==> src/rtl/icc_pkg.sv <==
`timescale 1ns/1ps
package icc_pkg;
  localparam int OP_W = 3;

  typedef enum logic [OP_W-1:0] {
    OP_ADD  = 3'd0,
    OP_SUB  = 3'd1,
    OP_ADDC = 3'd2,
    OP_AND  = 3'd3,
    OP_OR   = 3'd4,
    OP_XOR  = 3'd5
  } op_e;

  typedef enum logic [1:0] {
    LF_AND = 2'd0,
    LF_OR  = 2'd1,
    LF_XOR = 2'd2
  } lfn_e;

  typedef struct packed {
    logic n;
    logic z;
    logic v;
    logic c;
  } cc_t;
endpackage

==> src/rtl/icc_arith.sv <==
`timescale 1ns/1ps
module icc_arith #(
  parameter int W = 32
) (
  input  logic [W-1:0] a,
  input  logic [W-1:0] b,
  input  logic         cin,
  input  logic         sub,
  output logic [W-1:0] sum,
  output logic         cflag,
  output logic         ovf
);
  logic [W-1:0] b_eff;
  logic         c_in_eff;
  logic         c_out;

  always_comb begin
    b_eff    = sub ? ~b : b;
    c_in_eff = sub ? 1'b1 : cin;
    {c_out, sum} = {1'b0, a} + {1'b0, b_eff} + {{W{1'b0}}, c_in_eff};
    // after subtract the flag reports a borrow, the inverse of the adder carry
    cflag = sub ? ~c_out : c_out;
    ovf   = (a[W-1] == b_eff[W-1]) && (sum[W-1] != a[W-1]);
  end
endmodule

==> src/rtl/icc_logic.sv <==
`timescale 1ns/1ps
module icc_logic
  import icc_pkg::*;
#(
  parameter int W = 32
) (
  input  logic [W-1:0] a,
  input  logic [W-1:0] b,
  input  lfn_e         fn,
  output logic [W-1:0] y
);
  for (genvar i = 0; i < W; i++) begin : g_bit
    always_comb begin
      unique case (fn)
        LF_AND:  y[i] = a[i] & b[i];
        LF_OR:   y[i] = a[i] | b[i];
        default: y[i] = a[i] ^ b[i];
      endcase
    end
  end
endmodule

==> src/rtl/icc_flags.sv <==
`timescale 1ns/1ps
module icc_flags
  import icc_pkg::*;
(
  input  logic clk,
  input  logic rst,
  input  logic upd,
  input  cc_t  nxt,
  output cc_t  cur
);
  logic past_ok;

  always_ff @(posedge clk) begin
    if (rst) begin
      cur     <= '0;
      past_ok <= 1'b0;
    end else begin
      past_ok <= 1'b1;
      if (upd) cur <= nxt;
    end
  end

  // without an update request the stored word must not move
  assert_flag_hold_R6: assert property (@(posedge clk) disable iff (rst)
    (past_ok && !$past(upd)) |-> (cur == $past(cur)));
endmodule

==> src/rtl/icc_alu.sv <==
`timescale 1ns/1ps
module icc_alu
  import icc_pkg::*;
#(
  parameter int W = 32
) (
  input  logic         clk,
  input  logic         rst,
  input  logic [2:0]   op_sel,
  input  logic         set_cc,
  input  logic [W-1:0] src_a,
  input  logic [W-1:0] src_b,
  output logic [W-1:0] res_q,
  output logic [3:0]   flags_q
);
  localparam logic [2:0] LAST_VALID = 3'd5;

  logic         is_sub, is_addc, is_arith, is_logic, op_ok;
  lfn_e         lfn;
  logic [W-1:0] arith_y, logic_y, res_d;
  logic         arith_c, arith_v;
  cc_t          cc_cur, cc_nxt;

  always_comb begin
    is_sub   = (op_sel == OP_SUB);
    is_addc  = (op_sel == OP_ADDC);
    is_arith = (op_sel == OP_ADD) || is_sub || is_addc;
    is_logic = (op_sel == OP_AND) || (op_sel == OP_OR) || (op_sel == OP_XOR);
    op_ok    = is_arith || is_logic;
    unique case (op_sel)
      OP_AND:  lfn = LF_AND;
      OP_OR:   lfn = LF_OR;
      default: lfn = LF_XOR;
    endcase
  end

  icc_arith #(.W(W)) u_arith (
    .a(src_a), .b(src_b), .cin(is_addc & cc_cur.c), .sub(is_sub),
    .sum(arith_y), .cflag(arith_c), .ovf(arith_v)
  );

  icc_logic #(.W(W)) u_logic (
    .a(src_a), .b(src_b), .fn(lfn), .y(logic_y)
  );

  always_comb begin
    if (is_arith)      res_d = arith_y;
    else if (is_logic) res_d = logic_y;
    else               res_d = '0;
    cc_nxt.n = res_d[W-1];
    cc_nxt.z = (res_d == '0);
    cc_nxt.v = is_arith & arith_v;
    cc_nxt.c = is_arith & arith_c;
  end

  icc_flags u_flags (
    .clk(clk), .rst(rst), .upd(set_cc & op_ok), .nxt(cc_nxt), .cur(cc_cur)
  );

  always_ff @(posedge clk) begin
    if (rst) res_q <= '0;
    else     res_q <= res_d;
  end

  assign flags_q = cc_cur;

  logic past_ok;
  always_ff @(posedge clk) begin
    if (rst) past_ok <= 1'b0;
    else     past_ok <= 1'b1;
  end

  assert_reset_clear_R7: assert property (@(posedge clk)
    rst |=> (res_q == '0 && flags_q == 4'b0000));

  assert_sign_flag_R5: assert property (@(posedge clk) disable iff (rst)
    (past_ok && $past(set_cc) && $past(op_sel) <= LAST_VALID) |-> (flags_q[3] == res_q[W-1]));

  assert_zero_flag_R5: assert property (@(posedge clk) disable iff (rst)
    (past_ok && $past(set_cc) && $past(op_sel) <= LAST_VALID) |-> (flags_q[2] == (res_q == '0)));

  assert_borrow_flag_R2: assert property (@(posedge clk) disable iff (rst)
    (past_ok && $past(set_cc) && $past(op_sel) == OP_SUB) |-> (flags_q[0] == ($past(src_a) < $past(src_b))));

  assert_logic_clears_R4: assert property (@(posedge clk) disable iff (rst)
    (past_ok && $past(set_cc) && $past(op_sel) >= 3'd3 && $past(op_sel) <= LAST_VALID)
      |-> (flags_q[1:0] == 2'b00));

  assert_reserved_quiet_R9: assert property (@(posedge clk) disable iff (rst)
    (past_ok && $past(op_sel) > LAST_VALID) |-> (res_q == '0 && flags_q == $past(flags_q)));
endmodule

==> config.mk <==
export PLATFORM = sky130hd
export DESIGN_NAME = icc_alu
export DESIGN_NICKNAME = d
export VERILOG_FILES = /design/src/rtl/icc_pkg.sv /design/src/rtl/icc_arith.sv /design/src/rtl/icc_logic.sv /design/src/rtl/icc_flags.sv /design/src/rtl/icc_alu.sv
export SDC_FILE = /design/constraint.sdc
export NUM_CORES = 1
export LEC_CHECK = 0
export BUFFER_PORTS_ARGS = -buffer_cell sky130_fd_sc_hd__buf_2
export CAP_MARGIN = 20
export CORE_MARGIN = 5
export CORE_UTILIZATION = 62
export CTS_BUF_LIST = sky130_fd_sc_hd__clkbuf_8
export DETAILED_ROUTE_END_ITERATION = 10
export MAX_ROUTING_LAYER = met4
export PLACE_DENSITY = 0.93
export SLEW_MARGIN = 10
export SYNTH_ARGS = -nofsm -noshare
export SYNTH_HDL_FRONTEND = slang
export SYNTH_SLANG_ARGS = --single-unit
==> constraint.sdc <==
create_clock -name clk -period 11 [get_ports clk]
set_input_delay 1.65 -clock clk [delete_from_list [all_inputs] [get_ports clk]]
set_output_delay 1.65 -clock clk [all_outputs]
set_load 0.05 [all_outputs]
* Word level (Yosys, flattened, before mapping)
Index checks and enable logic that the tools add are counted.
** Storage, ports and cells
- Bits in registers :: 36
- Input port bits :: 70
- Output and inout bits :: 36
** Operators by class
- Add/subtract/negate cells :: 2
- Equal/unequal tests :: 8
- Multiplexer cells :: 38
- Bitwise gates (word level) :: 102
- Reduce and logical (&&, ||, !) cells :: 9
** Operators with widths (count)
- 2-to-1 mux 32 bit :: 3
- case mux 1 bit (2 select lines) :: 32
- bitwise AND 1 bit :: 36
- adder 32 x 32 -> 33 bit :: 1
- adder 33 x 1 -> 33 bit :: 1
- logical NOT 32 bit :: 1
- inverter 32 bit :: 1
- OR 1 bit :: 32
- XOR 1 bit :: 32
- == test 3 x 2 -> 1 bit, second input constant :: 2
- == test 3 bit, second input constant :: 2
- logical OR 1 bit :: 5
- case mux 2 bit (2 select lines) :: 1
- == test 3 x 1 -> 1 bit, second input constant :: 1
- logical NOT 3 bit :: 1
- == test 2 x 1 -> 1 bit, second input constant :: 1
- logical NOT 2 bit :: 1
- 2-to-1 mux 1 bit :: 2
- == test 1 bit :: 1
- logical AND 1 bit :: 1
- != test 1 bit :: 1
- inverter 1 bit :: 1

* Longest topological paths before layout
- Word-level depth :: 7
- Gate-level depth with buffers :: 22
- Depth with buffers taken out :: 16

* By module
From an unflattened synthesis, not the netlist that was laid out.
** Second synthesis, totals
- Cells, all modules :: 767
- Area, all modules :: 6025.8 sq um
** Modules (own cells, without submodules)
- icc_arith :: times used 1, cells each 293, area each 2104.5 sq um, sequential area each 0.0 sq um
- icc_logic :: times used 1, cells each 270, area each 2090.8 sq um, sequential area each 0.0 sq um
- icc_alu :: times used 1, cells each 191, area each 1690.4 sq um, sequential area each 640.6 sq um
- icc_flags :: times used 1, cells each 13, area each 140.1 sq um, sequential area each 80.1 sq um

* Least setup slack after synthesis
OpenSTA, ideal clock, no wires.
- Path kind :: input-to-reg
- Start point :: input op_sel[0]
- End point :: register u_flags.cur[2] (netlist bit)
- Library setup time :: 0.060 ns
- Arrival :: 5.978 ns
- Slack :: 4.961 ns
- Cell stages on the path :: 21
- Path buffers :: 5
- Cells stage by stage :: clkbuf_1 buf_2 buf_2 buf_2 clkbuf_1 nand2b_1 nor2_1 xnor2_1 fa_1 fa_1 nand2b_1 a211oi_2 o21ai_1 a31oi_1 a21boi_1 xnor2_1 a222oi_1 o2111a_1 and4_1 and4_1 a22o_1
** On the way
- Word-level cells in the longest chain between the ends :: 7
- Elaborated cells between the ends (all ways) :: 55
- Classes of those cells :: 2 x add/sub; 6 x eq/ne; 37 x mux; 2 x bitwise; 8 x reduce/logical
** Ends and longest elaborated chain
- start, declared :: RTL line icc_alu.sv:9 : input logic [2:0] op_sel,
- branches (longest 7 deep; another with adder 32 x 32 -> 33 bit)
- end signal, assigned :: RTL line icc_flags.sv:19 : if (upd) cur <= nxt;
- end, declared :: RTL line icc_flags.sv:9 : output cc_t cur
Several ways; the timed one is not identified.
A chain may end at the register's enable or synchronous reset.

* Worst setup path after layout
Same ends and word-level chain as after synthesis.

==> run metrics <==
asr flop ratio synth=0%; Yosys top cell area share=23.7%; Static Leak=2.89 nW; DR vias/cell=6.17; Fin Hold WS=0.477 ns; mapped cell area=5010 sq um; Max rail drop VDD=0.0536 mV; hold path endpoint=u_flags.cur[1]$_SDFFE_PP0P_; crit-path max FO=33; via count of the routed design=5,237; Placer Congestion=0.959; syn nets=830; die footprint=9990 sq um; largest net degree at the start of global routing=71; biggest area consumer among synthesized cells=ha_1; Pwr Total=585 uW; reg2reg start=u_flags.cur[0]$_SDFFE_PP0P_; Max transition margin=52.7%; Hold Buf Count CTS=0; chip width=99.9 microns; placed cell count=840; Finished Layout Cells=849; post-CTS sizing=0; DRT Wirelength=14,100 microns; fin crit share=53.6%; Clk Latency, worst-skew pair=0.29 ns; critical path class=in2reg; Post-Place Setup Slack=4.26 ns; Hold Crit Class=reg2reg; Yosys cell types=62; Detailed Place HPWL=11,200 microns; # fillers=607; Final setup viols=0; hold path cells=2; CTS Root Cell=clkbuf_8; share of cells above drive strength 1=18.9%; Initial Util=64.2%; Post-route DRC=0; Final Worst Setup Slack=5.11 ns; Inserted Diodes=0; RSZ-0062 raised after global routing=false; crit start category=input pin; first-pass GRT wire length=23,100 microns; f_max=170 MHz; DR pass1 iterations=6; synthesis-to-finish area growth=13.1%; Synth top cells by count=ha_1 (95), inv_1 (78), nand2_1 (67), nor2_1 (51), xnor2_1 (50); Sum Neg Setup Slack=0 ns; 1st-iter DRT viols=543; Total GRT Usage=28.6%; CTS Buf Count=5; Syn Area/Cell=7.56 sq um; Final Slew Violations=0; Reg area=721 sq um; status=finished, final reports clean; sequential-to-total area share from yosys stat=14.4%; standard-cell rows=32; Die Y=99.9 microns; critical path arrival=6.12 ns; synth top area cells=ha_1 (24%), dfxtp_1 (14%), xnor2_1 (8.7%); CTS tree=built; DRT antenna net count=0; Synth Register Bits=36; critical path required time=11.23 ns; register clock-pin slew on the reported worst setup and hold paths=0.06 ns; H-tree depth=2; WL/cell=16.6 microns; Primary FF master, synth=dfxtp_1; Mapped Cells=663; crit end category=flip-flop; # clock sinks=36; EDFF count, synth=0; io pins=106; PortBufs=105; flop-to-flop setup slack=7.09 ns; Core Box Area=7810 sq um; critical hold path startpoint=u_flags.cur[1]$_SDFFE_PP0P_; power per cell area=103 nW/um^2; Max-Cap Viols=0; reg2reg end=u_flags.cur[2]$_SDFFE_PP0P_; vias in the first global route=5,135; Synth Warn #=0; Setup Buffers After CTS=0; Multi-input gate area=3860 sq um; Final nets=913; Fin Clk Skew=0.00963 ns; min cycle time layout=5.89 ns; grt ovf=0; clk buf depth=2; final hold violation count=0; worst-margin pin slew=0.709 ns; worst reg2reg path depth=16; initial antenna violation count=0; count leader, synth=ha_1
registers in the layout, summed over array words and instances (netlist names):
signal / cells
u_flags.cur: 4
res_q: 32
worst max-delay path by stage:
| stage | from | to | slack, ns | cells after the start |
|---|---|---|---|---|
| 5_1_grt | op_sel[0] | u_flags.cur[2]$_SDFFE_PP0P_ | 4.69 | 18 |
| 4_1_cts | op_sel[0] | u_flags.cur[2]$_SDFFE_PP0P_ | 4.48 | 18 |
| 6_report | op_sel[0] | u_flags.cur[2]$_SDFFE_PP0P_ | 5.11 | 18 |
| 3_3_place_gp | op_sel[0] | u_flags.cur[2]$_SDFFE_PP0P_ | 4.50 | 18 |
| 3_5_place_dp | op_sel[0] | u_flags.cur[2]$_SDFFE_PP0P_ | 4.26 | 18 |
| 2_1_floorplan | op_sel[0] | u_flags.cur[2]$_SDFFE_PP0P_ | 4.96 | 21 |
layout by cell type (no fill, tap or decap), types with 3 or more instances in the layout:
master	count
a22o_1	5
a222oi_1	13
a21oi_2	7
nor4_1	3
a211oi_2	3
nand2_1	67
o21ai_1	7
xor2_1	10
a21o_1	10
inv_1	78
o21ai_2	3
xnor2_1	50
nor2_1	48
nor2b_1	9
o21bai_1	7
dfxtp_1	36
nor3_1	8
ha_1	95
buf_4	4
buf_2	105
nand4_1	8
nand3_1	6
o21a_1	4
and4_1	3
nand3b_1	3
and2_1	3
and3_1	5
clkbuf_8	6
o21ai_0	44
a31oi_1	7
a22oi_1	10
nand2b_1	7
a21oi_1	35
where the power goes:
group / leakage (nW) / switching (mW) / internal (mW)
logic: 2.55 / 0.219 / 0.123
registers: 0.297 / 0.00312 / 0.144
clock network: 0.0510 / 0.0458 / 0.0499
routing by layer:
metal | global-route usage, % | vias to the layer above | share of wire [%]
li1 | - | 2460 | -
met1 | 32.1 | 2427 | 37
met2 | 50.5 | 295 | 50
met3 | 3.68 | 55 | 9.4
met4 | 12.5 | 0 | 3.7
met5 | - | - | 0
critical path, stage by stage:
cell and delay (ns):
buf_2 0.28, nand2b_1 0.17, nor2_4 0.12, buf_4 0.48
xnor2_1 0.18, fa_1 0.44, fa_1 0.39, nand2b_1 0.22
a211oi_2 0.37, o21ai_1 0.15, a31oi_1 0.32, a21boi_1 0.13
xnor2_1 0.14, a222oi_1 0.32, o2111a_1 0.26, and4_1 0.20
and4_1 0.18, a22o_1 0.12
area by class of cell:
type	instances	share of cell area (%)
clock buffers	6	1.46
flip-flops and latches	36	12.7
inverters	78	5.16
clock inverters	2	0.177
repair buffers	110	10.2
well taps	102	2.25
multi-input cells	515	68.1
stage by stage:
| stage | area [sq um] | util, % |
|---|---|---|
| 5_1_grt | 5670 | 72.6 |
| 4_1_cts | 5650 | 72.4 |
| 2_1_floorplan | 5010 | - |
| 3_3_place_gp | 5560 | 71.2 |
| 6_report | 5670 | 72.6 |
| 3_5_place_dp | 5560 | 71.2 |
cell families (layout without fill, tap and decap cells):
group	after synthesis	count (layout)	share of synthesized area (%)
and+or+nand+nor	179	179	16.5
AOI/OAI and AO/OA	178	178	25.0
buffers and inverters	112	196	8.88
adders and majority gates	97	97	24.5
xor gates and xnor gates	60	60	10.5
DFF	36	36	14.4
muxes	1	1	0.200
(Power assumes the default switching activity.)
